[config.mk]
export PLATFORM = sky130hd
export DESIGN_NAME = wbb_bridge
export DESIGN_NICKNAME = d
export VERILOG_FILES = /design/src/rtl/wbb_pkg.sv /design/src/rtl/wbb_tmo.sv /design/src/rtl/wbb_regs.sv /design/src/rtl/wbb_master.sv /design/src/rtl/wbb_bridge.sv
export SDC_FILE = /design/constraint.sdc
export NUM_CORES = 1
export LEC_CHECK = 0
export ABC_AREA = 0
export CAP_MARGIN = 10
export CORE_MARGIN = 4
export CORE_UTILIZATION = 35
export CTS_CLUSTER_DIAMETER = 120
export DETAILED_ROUTE_END_ITERATION = 8
export DONT_BUFFER_PORTS = 1
export PLACE_DENSITY = 0.47
export SYNTH_ARGS = -nofsm -noshare
export SYNTH_HDL_FRONTEND = slang
export SYNTH_SLANG_ARGS = --single-unit
[constraint.sdc]
create_clock -name clk_i -period 3 [get_ports clk_i]
set_input_delay 0.15 -clock clk_i [delete_from_list [all_inputs] [get_ports clk_i]]
set_output_delay 0.15 -clock clk_i [all_outputs]
set_load 0.005 [all_outputs]
[src/rtl/wbb_pkg.sv]
package wbb_pkg;
  typedef enum logic [2:0] {
    IDX_CTRL    = 3'd0,
    IDX_RADR_LO = 3'd1,
    IDX_RADR_HI = 3'd2,
    IDX_WADR_LO = 3'd3,
    IDX_WADR_HI = 3'd4,
    IDX_DAT_LO  = 3'd5,
    IDX_DAT_HI  = 3'd6,
    IDX_RSVD    = 3'd7
  } wbb_idx_e;

  typedef enum logic {
    ST_IDLE = 1'b0,
    ST_BUSY = 1'b1
  } wbb_state_e;
endpackage

[src/rtl/wbb_tmo.sv]
module wbb_tmo #(
  parameter int TIMEOUT = 255
) (
  input  logic clk_i,
  input  logic rst_ni,
  input  logic clr_i,
  input  logic run_i,
  output logic expire_o
);
  localparam int CNT_W = $clog2(TIMEOUT + 1);

  logic [CNT_W-1:0] cnt_q;

  always_ff @(posedge clk_i or negedge rst_ni) begin
    if (!rst_ni)     cnt_q <= '0;
    else if (clr_i)  cnt_q <= '0;
    else if (run_i)  cnt_q <= cnt_q + 1'b1;
  end

  assign expire_o = run_i && (cnt_q == CNT_W'(TIMEOUT - 1));

  assert_cnt_bound_R10: assert property (@(posedge clk_i) disable iff (!rst_ni)
    run_i |-> (cnt_q < CNT_W'(TIMEOUT)));
endmodule

[src/rtl/wbb_regs.sv]
module wbb_regs
  import wbb_pkg::*;
#(
  parameter int HALF_W = 16,
  parameter int IDX_W  = 3,
  localparam int FULL_W = 2 * HALF_W,
  localparam int SEL_W  = FULL_W / 8
) (
  input  logic              clk_i,
  input  logic              rst_ni,
  input  logic              we_i,
  input  logic              re_i,
  input  logic [IDX_W-1:0]  idx_i,
  input  logic [HALF_W-1:0] wdata_i,
  output logic [HALF_W-1:0] rdata_o,
  input  logic              pending_i,
  input  logic              cap_i,
  input  logic [FULL_W-1:0] cap_data_i,
  output logic              launch_o,
  output logic              launch_we_o,
  output logic [FULL_W-1:0] launch_adr_o,
  output logic [FULL_W-1:0] launch_dat_o,
  output logic [SEL_W-1:0]  launch_sel_o
);
  logic [HALF_W-1:0] radr_lo_q, wadr_lo_q, dat_lo_q, dat_hi_q;
  logic [SEL_W-1:0]  sel_q;
  logic              adr_ok;

  function automatic logic hit(input logic [IDX_W-1:0] idx, input wbb_idx_e target);
    return idx == IDX_W'(target);
  endfunction

  assign adr_ok = we_i && !pending_i;

  always_ff @(posedge clk_i or negedge rst_ni) begin
    if (!rst_ni) begin
      radr_lo_q <= '0;
      wadr_lo_q <= '0;
      sel_q     <= '0;
    end else begin
      if (adr_ok && hit(idx_i, IDX_RADR_LO)) radr_lo_q <= wdata_i;
      if (adr_ok && hit(idx_i, IDX_WADR_LO)) wadr_lo_q <= wdata_i;
      if (we_i && hit(idx_i, IDX_CTRL))      sel_q     <= wdata_i[SEL_W-1:0];
    end
  end

  // returned read data wins over a software write in the same cycle
  always_ff @(posedge clk_i or negedge rst_ni) begin
    if (!rst_ni) begin
      dat_lo_q <= '0;
      dat_hi_q <= '0;
    end else if (cap_i) begin
      dat_lo_q <= cap_data_i[HALF_W-1:0];
      dat_hi_q <= cap_data_i[FULL_W-1:HALF_W];
    end else begin
      if (we_i && hit(idx_i, IDX_DAT_LO)) dat_lo_q <= wdata_i;
      if (we_i && hit(idx_i, IDX_DAT_HI)) dat_hi_q <= wdata_i;
    end
  end

  logic go_rd, go_wr;
  assign go_rd        = adr_ok && hit(idx_i, IDX_RADR_HI);
  assign go_wr        = adr_ok && hit(idx_i, IDX_WADR_HI);
  assign launch_o     = go_rd || go_wr;
  assign launch_we_o  = go_wr;
  assign launch_adr_o = {wdata_i, go_wr ? wadr_lo_q : radr_lo_q};
  assign launch_dat_o = {dat_hi_q, dat_lo_q};
  assign launch_sel_o = sel_q;

  always_comb begin
    rdata_o = '0;
    if (re_i) begin
      unique case (idx_i)
        IDX_W'(IDX_CTRL):   rdata_o[HALF_W-1] = pending_i;
        IDX_W'(IDX_DAT_LO): rdata_o = dat_lo_q;
        IDX_W'(IDX_DAT_HI): rdata_o = dat_hi_q;
        default:            rdata_o = '0;
      endcase
    end
  end
endmodule

[src/rtl/wbb_master.sv]
module wbb_master
  import wbb_pkg::*;
#(
  parameter int FULL_W  = 32,
  parameter int TIMEOUT = 255,
  localparam int SEL_W  = FULL_W / 8
) (
  input  logic              clk_i,
  input  logic              rst_ni,
  input  logic              launch_i,
  input  logic              launch_we_i,
  input  logic [FULL_W-1:0] launch_adr_i,
  input  logic [FULL_W-1:0] launch_dat_i,
  input  logic [SEL_W-1:0]  launch_sel_i,
  output logic              pending_o,
  output logic              cap_o,
  output logic [FULL_W-1:0] cap_data_o,
  output logic [FULL_W-1:0] wb_adr_o,
  output logic [FULL_W-1:0] wb_dat_o,
  input  logic [FULL_W-1:0] wb_dat_i,
  output logic              wb_we_o,
  output logic [SEL_W-1:0]  wb_sel_o,
  output logic              wb_stb_o,
  output logic              wb_cyc_o,
  input  logic              wb_ack_i
);
  wbb_state_e        state_q;
  logic              busy, expire;
  logic [FULL_W-1:0] adr_q, dat_q;
  logic [SEL_W-1:0]  sel_q;
  logic              we_q;

  assign busy = (state_q == ST_BUSY);

  wbb_tmo #(.TIMEOUT(TIMEOUT)) u_tmo (
    .clk_i   (clk_i),
    .rst_ni  (rst_ni),
    .clr_i   (launch_i),
    .run_i   (busy),
    .expire_o(expire)
  );

  always_ff @(posedge clk_i or negedge rst_ni) begin
    if (!rst_ni) begin
      state_q <= ST_IDLE;
      adr_q   <= '0;
      dat_q   <= '0;
      sel_q   <= '0;
      we_q    <= 1'b0;
    end else begin
      unique case (state_q)
        ST_IDLE: if (launch_i) begin
          state_q <= ST_BUSY;
          adr_q   <= launch_adr_i;
          dat_q   <= launch_dat_i;
          sel_q   <= launch_sel_i;
          we_q    <= launch_we_i;
        end
        ST_BUSY: if (wb_ack_i || expire) state_q <= ST_IDLE;
        default: state_q <= ST_IDLE;
      endcase
    end
  end

  assign pending_o  = busy;
  assign cap_o      = busy && wb_ack_i && !we_q;
  assign cap_data_o = wb_dat_i;
  assign wb_adr_o   = adr_q;
  assign wb_dat_o   = dat_q;
  assign wb_sel_o   = sel_q;
  assign wb_we_o    = we_q;
  assign wb_stb_o   = busy;
  assign wb_cyc_o   = busy;

  assert_launch_idle_R9: assert property (@(posedge clk_i) disable iff (!rst_ni)
    launch_i |-> !busy);
  assert_launch_adr_R2: assert property (@(posedge clk_i) disable iff (!rst_ni)
    launch_i |=> busy && (adr_q == $past(launch_adr_i)) && (we_q == $past(launch_we_i)));
  assert_hold_R6: assert property (@(posedge clk_i) disable iff (!rst_ni)
    (busy && !wb_ack_i && !expire) |=> busy && $stable(adr_q) && $stable(we_q) && $stable(sel_q));
  assert_drop_R6: assert property (@(posedge clk_i) disable iff (!rst_ni)
    (busy && wb_ack_i) |=> !busy);
endmodule

[src/rtl/wbb_bridge.sv]
module wbb_bridge #(
  parameter int HALF_W  = 16,
  parameter int IDX_W   = 3,
  parameter int TIMEOUT = 255,
  localparam int FULL_W = 2 * HALF_W,
  localparam int SEL_W  = FULL_W / 8
) (
  input  logic              clk_i,
  input  logic              rst_ni,
  input  logic              bus_we_i,
  input  logic              bus_re_i,
  input  logic [IDX_W-1:0]  bus_addr_i,
  input  logic [HALF_W-1:0] bus_wdata_i,
  output logic [HALF_W-1:0] bus_rdata_o,
  output logic [FULL_W-1:0] wb_adr_o,
  output logic [FULL_W-1:0] wb_dat_o,
  input  logic [FULL_W-1:0] wb_dat_i,
  output logic              wb_we_o,
  output logic [SEL_W-1:0]  wb_sel_o,
  output logic              wb_stb_o,
  output logic              wb_cyc_o,
  input  logic              wb_ack_i
);
  logic              pending, cap, launch, launch_we;
  logic [FULL_W-1:0] cap_data, launch_adr, launch_dat;
  logic [SEL_W-1:0]  launch_sel;

  wbb_regs #(.HALF_W(HALF_W), .IDX_W(IDX_W)) u_regs (
    .clk_i       (clk_i),
    .rst_ni      (rst_ni),
    .we_i        (bus_we_i),
    .re_i        (bus_re_i),
    .idx_i       (bus_addr_i),
    .wdata_i     (bus_wdata_i),
    .rdata_o     (bus_rdata_o),
    .pending_i   (pending),
    .cap_i       (cap),
    .cap_data_i  (cap_data),
    .launch_o    (launch),
    .launch_we_o (launch_we),
    .launch_adr_o(launch_adr),
    .launch_dat_o(launch_dat),
    .launch_sel_o(launch_sel)
  );

  wbb_master #(.FULL_W(FULL_W), .TIMEOUT(TIMEOUT)) u_master (
    .clk_i       (clk_i),
    .rst_ni      (rst_ni),
    .launch_i    (launch),
    .launch_we_i (launch_we),
    .launch_adr_i(launch_adr),
    .launch_dat_i(launch_dat),
    .launch_sel_i(launch_sel),
    .pending_o   (pending),
    .cap_o       (cap),
    .cap_data_o  (cap_data),
    .wb_adr_o    (wb_adr_o),
    .wb_dat_o    (wb_dat_o),
    .wb_dat_i    (wb_dat_i),
    .wb_we_o     (wb_we_o),
    .wb_sel_o    (wb_sel_o),
    .wb_stb_o    (wb_stb_o),
    .wb_cyc_o    (wb_cyc_o),
    .wb_ack_i    (wb_ack_i)
  );
endmodule

==> run_results.csv, run 1 <==
group,metric,value,unit
global_routing,grt_max_degree,147,
clocking,cts_max_level,4,
setup_path,worstSetupPathType,"flip-flop to flip-flop",
power,swShare,27.01,%
timing,rsz0062_at_grt,"false",
synthesis,synth_async_sr_flop_share,100.0,%
global_routing,grtUsageTotal,17.40,%
setup_path,cp_slowest_stage_delay,0.85,ns
status,violations,"negative hold slack",
timing,hold_viol,146,
cells_and_area,fill_cells,1678,
cells_and_area,area_growth,21.37,%
synthesis,syn_area_per_cell,12.19,um2
setup_path,cp_data_required_time,3.30,ns
clocking,cts-root-buf,"clkbuf_16",
synthesis,synth_edf_count,0,
setup_path,startpoint,"u_master.pending_o",
power,seqPwrFrac,49.4,%
die,die_w,142.9,um
synthesis,synth.top_cells.by_count,"dfrtp_1, nor2_1, mux2_2, a21oi_1, mux2i_1",
synthesis,synthCells,522,
global_routing,grt_overflow,0,
global_routing,antenna_found_initial,2,
synthesis,synth_area_leader_cell,"dfrtp_1",
placement,routabilityCongestion,0.7538,
die,io_pins,143,
timing,fin_skew,0.007939,ns
clocking,cts_max_path_buffers,2,
die,rows,49,
setup_path,worst_path_most_repeated_cell,"o21ai_0",
detailed_routing,drt-initial-drc-count,162,
setup_path,cp_cell_sequence,"or3b_2, o21ai_0, o21ai_0, dlygate4sd3_1",
setup_path,crit_end,"u_master.wb_we_o",
power,ir_worst_vdd,0.4622,mV
clocking,cts_setup_buffers,0,
global_routing,grt_pass1_wl,26900,um
synthesis,syn-num-nets,580,
status,outcome,"complete, but fails checks",
timing,timing.setup.tns,0,ns
die,coreArea,17900,um2
detailed_routing,drtPass1Iterations,4,
detailed_routing,wl,17280,um
setup_path,end_kind,"flip-flop",
die,die_area,20410,um2
detailed_routing,ant_nets,0,
setup_path,critPathArrivalTime,2.73,ns
die,die_y,142.9,um
setup_path,r2r_end,"u_master.wb_we_o",
clocking,cts_tree,"built",
setup_path,rrSetupSlack,0.56,ns
synthesis,yosysSeqAreaShare,57.40,%
timing,drv_slew,0,
detailed_routing,drc_errors,0,
clocking,cts_buffers,17,
timing,fmax,0.4102,GHz
placement,place_hpwl,11280,um
timing,period_minus_slack,2.438,ns
setup_path,crit_slowest_cell,"or3b_2",
power,combPwrFrac,14.4,%
detailed_routing,avgRoutedWirePerCell,21.36,um
cells_and_area,drive_above_1_share,22.32,%
timing,setup_violations,0,
clocking,hold_buffers,51,
detailed_routing,vias,4370,
synthesis,ys_warn_count,0,
power,power_density,832.8,nW/um2
timing,worst_pin_slew,0.8903,ns
timing,fin_crit_sh,81.26,%
die,start_util,35.55,%
power,power.leakage,0.003429,uW
clocking,clkLatencyLatePin,0.42,ns
placement,io_buffers,0,
setup_path,critPathLaunchType,"flip-flop",
power,p_int,4695,uW
synthesis,ys_types,35,
setup_path,r2r_cells,4,
detailed_routing,via_per_inst,5.402,
cells_and_area,fin_nets,623,
power,switching_power,1738,uW
clocking,clk_pin_slew,0.06,ns
clocking,ctsResizeCount,0,
synthesis,yosysMostFrequentCell,"dfrtp_1",
synthesis,yosys.area.top_type_share,57.40,%
synthesis,synth.area.top_cells,"dfrtp_1, mux2_2, mux2i_1",
synthesis,synth_area,6365,um2
flow_run,max-cap-violations,0,
hold_path,hold_class,"primary input to asynchronous set/reset pin",
setup_path,reg2reg_from,"u_master.pending_o",
timing,slew_headroom,40.42,%
clocking,clkSinkCount,146,
setup_path,path_max_fanout,33,
synthesis,synth_ff_type,"dfrtp_1",
timing,hold_ws,-0.5761,ns
synthesis,ys_ff_latch,146,
global_routing,grt_pass1_vias,4634,
power,power_frac_clock,36.2,%
==> registers in the layout (all words and copies together), names as in the netlist <==
| signal | flops |
|---|---|
| u_master.pending_o | 1 |
| u_regs.dat_hi_q | 16 |
| u_regs.launch_sel_o | 4 |
| u_regs.dat_lo_q | 16 |
| u_regs.radr_lo_q | 16 |
| u_master.u_tmo.cnt_q | 8 |
| u_master.wb_adr_o | 32 |
| u_master.wb_sel_o | 4 |
| u_master.wb_we_o | 1 |
| u_master.wb_dat_o | 32 |
| u_regs.wadr_lo_q | 16 |
==> layout make-up <==
cell class                 count  area [um2]  area share (%)
timing repair buffer          63       600.6           7.775
clock buffer                  19       442.9           5.734
tap                          229       286.5           3.709
inverter                       1       3.754         0.04859
multi-input combinational    336        2525           32.69
antenna                        2       5.005         0.06479
clock inverter                13       207.7           2.689
sequential                   146        3654           47.30
==> power by group through the flow <==
stage	Sequential, uW	Clock (uW)	Combinational [uW]
6_report	3180	2330	929
2_1_floorplan	3000	0	759
3_5_place_dp	3220	0	863
4_1_cts	3190	2390	942
3_3_place_gp	3210	0	824
5_1_grt	3270	2480	1050
==> metrics by stage <==
stage | utilization (%) | power (uW) | setup WS (ns) | cell area, um2 | cells
CTS | 43.12 | 6530 | 0.5370 | 7720 | 807
global route | 43.15 | 6801 | 0.4368 | 7725 | 809
floorplan | - | 3762 | 1.285 | 6365 | 522
finish | 43.15 | 6433 | 0.5622 | 7725 | 809
global placement | 36.64 | 4033 | 0.9648 | 6559 | 724
detailed placement | 36.64 | 4087 | 0.9614 | 6559 | 724
==> kinds of logic after synthesis <==
logic type | count (synthesis) | synth area share [%]
DFF | 146 | 57.40
muxes | 120 | 20.60
and+or+nand+nor | 116 | 8.591
AOI/OAI and AO/OA | 94 | 9.416
buffers and inverters | 40 | 3.047
xor gates and xnor gates | 4 | 0.5505
adders and majority gates | 2 | 0.3931
==> layer usage <==
metal	vias to the layer above	track usage, %	part of all wire, %	wire [um]
met1	2242	21.10	41	7055
met5	-	0	0	0
li1	1959	-	-	-
met4	0	6.153	1.6	284
met2	148	28.07	48	8361
met3	21	7.100	9.2	1583
==> how the worst min path moves through the flow <==
stage	from	endpoint	slack [ns]	cells past startpoint
after floorplan	rst_ni	u_master.pending_o	-0.15	0
after global placement	rst_ni	u_regs.dat_hi_q[8]	-0.14	0
after detailed placement	rst_ni	u_regs.dat_hi_q[8]	-0.14	0
after CTS	rst_ni	u_regs.dat_hi_q[8]	-0.60	0
after global routing	rst_ni	u_regs.dat_lo_q[8]	-0.60	0
final	rst_ni	u_regs.dat_hi_q[8]	-0.58	0
==> worst max-delay path: cells and delay by family (launching register included) <==
| family | cells | cell delay, ns |
|---|---|---|
| AND/OR/NAND/NOR | 1 | 0.85 |
| flip-flops | 1 | 0.57 |
| buffers and inverters | 1 | 0.55 |
| AO/OA/AOI/OAI | 2 | 0.34 |
==> layout by cell type, fill, tap and decap left out, types with 2 or more instances in the layout <==
master           n
a31oi_1         16
ha_1             2
nor2b_1          5
a22oi_1         15
mux2_2          79
clkinv_2         3
or3_1            3
o21a_1           2
mux2i_1         32
dlygate4sd3_1   51
dfrtp_1        146
o21ai_0          6
or3b_2           2
nand3_1          4
nand2_1          5
nand3b_1         2
clkinv_4         3
nand4_1          3
a21oi_1         37
a221oi_1        16
nor3b_4          2
clkbuf_16       17
xor2_1           3
nand4b_1         2
bufinv_16        5
diode_2          2
buf_4           12
mux2_1           9
nor2_1          84
Power figures use the tool's default switching activity.
==> run 2: changes to the inputs <==
- PLACE_DENSITY: 0.47 -> 0.49
- clock period: 3 -> 2.1 ns (I/O delays scaled with it)
==> run 2 against run 1 <==
The flow still finishes with violations (negative hold slack). Sequential power increased by 42%. Count of clock-buffer cells in the layout grew 3. Clock power increased by 40%. Sequential share of layout area is 0.33 points lower. Clock skew is 0.0017 ns higher. Register-to-register slack got worse by 0.23 ns. Combinational power grew 45%. Critical path depth unchanged. Routed wire length is 0.20% higher. Global-route usage shrank 0.058 points. Largest cell class unchanged.
==> run_results.csv, run 2 (synthesized netlist as in run 1, its figures left out) <==
group,metric,value,unit
clocking,cts_buffers,17,
clocking,cts_setup_buffers,0,
detailed_routing,via_per_inst,5.388,
die,coreArea,17900,um2
global_routing,grt_overflow,0,
hold_path,hold_class,"primary input to asynchronous set/reset pin",
timing,worst_pin_slew,0.7194,ns
global_routing,grt_max_degree,147,
placement,placed_cell_area,6619,um2
power,swShare,26.90,%
timing,fmax,0.5033,GHz
power,seqPwrFrac,49.5,%
setup_path,worstSetupPathType,"flip-flop to primary output",
setup_path,critPathArrivalTime,1.88,ns
detailed_routing,drt-initial-drc-count,172,
die,die_y,142.9,um
cells_and_area,fill_cells,1712,
die,die_w,142.9,um
flow_run,max-cap-violations,0,
cells_and_area,fin_nets,627,
status,violations,"negative hold slack",
detailed_routing,wl,17320,um
die,io_pins,143,
global_routing,grt_pass1_vias,4671,
setup_path,path_max_fanout,12,
clocking,cts-root-buf,"clkbuf_16",
timing,fin_crit_sh,94.61,%
power,power.leakage,0.003455,uW
global_routing,grtUsageTotal,17.34,%
clocking,hold_buffers,52,
cells_and_area,final_cell_area,7779,um2
cells_and_area,regArea,3654,um2
status,outcome,"complete, but fails checks",
cells_and_area,area_growth,22.21,%
clocking,cts_max_level,4,
power,power_frac_clock,35.8,%
placement,routabilityCongestion,0.7677,
timing,setup_violations,0,
global_routing,antenna_found_initial,1,
timing,hold_viol,146,
timing,hold_ws,-0.6193,ns
timing,rsz0062_at_grt,"false",
cells_and_area,drive_above_1_share,22.55,%
clocking,clkLatencyLatePin,0.42,ns
timing,timing.setup.tns,0,ns
detailed_routing,ant_nets,0,
power,combPwrFrac,14.8,%
die,rows,49,
global_routing,grt_pass1_wl,26910,um
detailed_routing,avgRoutedWirePerCell,21.35,um
cells_and_area,final_cell_mix,"dfrtp_1, nor2_1, mux2_2",
timing,slew_headroom,51.92,%
timing,fin_skew,0.009625,ns
setup_path,critPathLaunchType,"flip-flop",
die,start_util,35.55,%
clocking,cts_max_path_buffers,2,
clocking,clkSinkCount,146,
detailed_routing,vias,4370,
placement,place_hpwl,11360,um
die,die_area,20410,um2
clocking,clk_pin_slew,0.06,ns
cells_and_area,utilization,43.45,%
setup_path,end_kind,"primary output",
cells_and_area,final_common_cell,"dfrtp_1",
placement,io_buffers,0,
timing,period_minus_slack,1.987,ns
detailed_routing,drc_errors,0,
power,switching_power,2459,uW
clocking,cts_tree,"built",
timing,drv_slew,0,
cells_and_area,multi_input_area,2525,um2
power,ir_worst_vdd,0.6070,mV
clocking,ctsResizeCount,0,
setup_path,cp_data_required_time,2.00,ns
power,power_density,1175,nW/um2
detailed_routing,drtPass1Iterations,4,
power,p_int,6681,uW
==> run 2: worst paths after layout <==
check / startpoint / end / slack, ns / cells after the start
max: u_master.pending_o / bus_rdata_o[15] / 0.11 / 4
min: rst_ni / u_regs.dat_hi_q[8] / -0.62 / 0
max reg2reg: u_master.pending_o / u_regs.wadr_lo_q[6] / 0.33 / 4
min reg2reg: u_regs.launch_sel_o[0] / u_regs.launch_sel_o[0] / 0.51 / 1
max in group asynchronous: rst_ni / u_master.wb_adr_o[4] / 2.54 / 0
min in group clk_i: bus_addr_i[0] / u_master.pending_o / 0.01 / 3
==> run 2: power by group through the flow <==
stage	clock (uW)	combinational [uW]	sequential, uW
final	3270	1350	4520
after global routing	3490	1520	4650
after CTS	3350	1370	4550
after detailed placement	0	1250	4590
after global placement	0	1200	4560
after floorplan	0	1080	4290
==> run 2: layout make-up <==
cell class,instances,area share (%)
clock buffer,22,6.225
tap,229,3.683
sequential,146,46.97
antenna,1,0.03217
multi-input combinational,336,32.46
clock inverter,9,1.962
timing repair buffer,67,8.622
inverter,1,0.04825
==> run 2: worst max-delay path, cell delays in order, from the launching register on <==
cell     delay [ns]
dfrtp_1        0.41
buf_4          0.23
or3b_2         0.46
a21oi_1        0.14
o21a_1         0.21
==> run 2: routing by layer <==
layer	track usage [%]	part of all wire (%)
met1	21.46	42
met2	28.39	49
met3	6.196	8.2
met4	5.603	1.1
met5	0	0
==> run 2: metrics by stage <==
step / power (uW) / setup WS (ns) / hold slack (ns) / std cells
2_1_floorplan: 5374 / 0.3845 / -0.1906 / 522
3_3_place_gp: 5762 / 0.3902 / -0.1860 / 727
3_5_place_dp: 5845 / 0.3245 / -0.1869 / 727
4_1_cts: 9271 / 0.08724 / -0.6433 / 810
5_1_grt: 9666 / 0.009341 / -0.6478 / 811
6_report: 9140 / 0.1133 / -0.6193 / 811
==> run 3: changes to the inputs <==
- MAX_ROUTING_LAYER: default -> met4
==> run 3 against run 2 <==
The run still ends with negative hold slack left. Clock power is essentially flat. Hold slack worse by 0.0020 ns. Via count up 0.18%. Total power hardly changed. Critical path depth is the same. Global-route usage up 0.55 points. Flip-flop and latch count unchanged. Fmax decreased by 0.40%. Critical path type unchanged. Critical endpoint unchanged. Largest cell class unchanged. Largest power group unchanged.
==> run_results.csv, run 3 (synthesized netlist as in run 1, its figures left out) <==
group,metric,value,unit
status,outcome,"complete, but fails checks",
status,violations,"negative hold slack",
clocking,clkLatencyLatePin,0.42,ns
power,finalPower,9144,uW
detailed_routing,wl,17340,um
die,die_w,142.9,um
detailed_routing,avgRoutedWirePerCell,21.38,um
cells_and_area,fin_nets,627,
clocking,hold_buffers,52,
setup_path,path_max_fanout,12,
timing,fmax,0.5013,GHz
timing,worst_pin_slew,0.7068,ns
timing,hold_ws,-0.6213,ns
cells_and_area,drive_above_1_share,22.55,%
setup_path,r2r_cells,4,
power,swShare,26.93,%
power,power_frac_clock,35.8,%
power,combPwrFrac,14.8,%
clocking,cts_setup_buffers,0,
die,die_area,20410,um2
die,io_pins,143,
placement,dp_slack,0.3245,ns
setup_path,critPathLaunchType,"flip-flop",
cells_and_area,regArea,3654,um2
cells_and_area,utilization,43.45,%
setup_path,cp_data_required_time,2.00,ns
timing,fin_skew,0.007325,ns
global_routing,grt_overflow,0,
global_routing,grtUsageTotal,17.89,%
setup_path,end_kind,"primary output",
timing,drv_slew,0,
global_routing,grt_pass1_vias,4669,
hold_path,hold_class,"primary input to asynchronous set/reset pin",
clocking,ctsResizeCount,0,
power,seqPwrFrac,49.5,%
clocking,cts-root-buf,"clkbuf_16",
setup_path,crit_family,"simple AND/OR/NAND/NOR gates",
timing,setup_violations,0,
detailed_routing,drc_errors,0,
global_routing,antenna_found_initial,1,
cells_and_area,fill_cells,1712,
timing,layout_setup_ws,0.1053,ns
clocking,cts_max_path_buffers,2,
cells_and_area,area_growth,22.21,%
power,p_int,6681,uW
detailed_routing,ant_nets,0,
placement,routabilityCongestion,0.7779,
setup_path,crit_slowest_cell,"or3b_2",
detailed_routing,via_per_inst,5.398,
clocking,cts_tree,"built",
setup_path,worstSetupPathType,"flip-flop to primary output",
power,switching_power,2462,uW
timing,rsz0062_at_grt,"false",
detailed_routing,vias,4378,
setup_path,path_depth,4,
timing,slew_headroom,52.77,%
timing,fin_crit_sh,94.99,%
setup_path,cp_slowest_stage_delay,0.46,ns
flow_run,max-cap-violations,0,
die,die_y,142.9,um
detailed_routing,drtPass1Iterations,4,
die,rows,49,
die,start_util,35.55,%
global_routing,grt_pass1_wl,26850,um
placement,io_buffers,0,
cells_and_area,final_cell_mix,"dfrtp_1, nor2_1, mux2_2",
cells_and_area,final_common_cell,"dfrtp_1",
placement,place_hpwl,11360,um
power,ir_worst_vdd,0.6095,mV
clocking,clkSinkCount,146,
clocking,cts_max_level,4,
timing,period_minus_slack,1.995,ns
global_routing,grt_max_degree,147,
power,power.leakage,0.003455,uW
clocking,clk_pin_slew,0.06,ns
timing,hold_viol,146,
cells_and_area,multi_input_area,2525,um2
detailed_routing,drt-initial-drc-count,218,
power,power_density,1175,nW/um2
setup_path,crit_buf_inv,1,
setup_path,cp_cell_sequence,"buf_4, or3b_2, a21oi_1, o21a_1",
die,coreArea,17900,um2
timing,timing.setup.tns,0,ns
setup_path,critPathArrivalTime,1.89,ns
clocking,cts_buffers,17,
-- run 3: cell counts in the layout (fill, tap and decap cells not counted) --
Identical to the previous run, type by type.
-- run 3: path summary, 6_finish.rpt --
| check | to | start | slack [ns] |
|---|---|---|---|
| worst max-delay path | bus_rdata_o[15] | u_master.pending_o | 0.11 |
| worst min-delay path | u_regs.dat_hi_q[8] | rst_ni | -0.62 |
| worst max register to register | u_regs.wadr_lo_q[6] | u_master.pending_o | 0.34 |
| worst min register to register | u_regs.launch_sel_o[0] | u_regs.launch_sel_o[0] | 0.51 |
| max in group asynchronous | u_master.wb_adr_o[4] | rst_ni | 2.54 |
| min in group clk_i | u_master.pending_o | bus_addr_i[0] | 0.02 |
-- run 3: power by group through the flow --
stage / Sequential, uW / Combinational [uW] / Clock (uW)
after floorplan: 4290 / 1080 / 0
after global placement: 4560 / 1200 / 0
after detailed placement: 4590 / 1250 / 0
after CTS: 4550 / 1370 / 3350
after global routing: 4650 / 1520 / 3490
final: 4520 / 1350 / 3270
-- run 3: final cells by class --
class                      instances  share of cell area [%]
timing repair buffer              67                   8.622
clock inverter                     9                   1.962
sequential                       146                   46.97
antenna                            1                 0.03217
tap                              229                   3.683
inverter                           1                 0.04825
multi-input combinational        336                   32.46
clock buffer                      22                   6.225
-- run 3: per-stage QoR --
| stage | std cells | area (um2) |
|---|---|---|
| after floorplan | 522 | 6365 |
| after global placement | 727 | 6619 |
| after detailed placement | 727 | 6619 |
| after CTS | 810 | 7776 |
| after global routing | 811 | 7779 |
| final | 811 | 7779 |
-- run 3: worst reg2reg max path, stage by stage (launching register included) --
cell	delay, ns
dfrtp_1	0.42
nand3b_1	0.28
nor3b_4	0.42
buf_12	0.19
mux2_2	0.34
-- run 3: metal layers --
metal | part of all wire (%) | vias up | global-route usage (%)
met5 | 0 | - | -
met4 | 1.1 | 0 | 5.153
met3 | 7.7 | 16 | 6.196
met2 | 49 | 137 | 28.36
met1 | 43 | 2246 | 21.74
li1 | - | 1979 | -
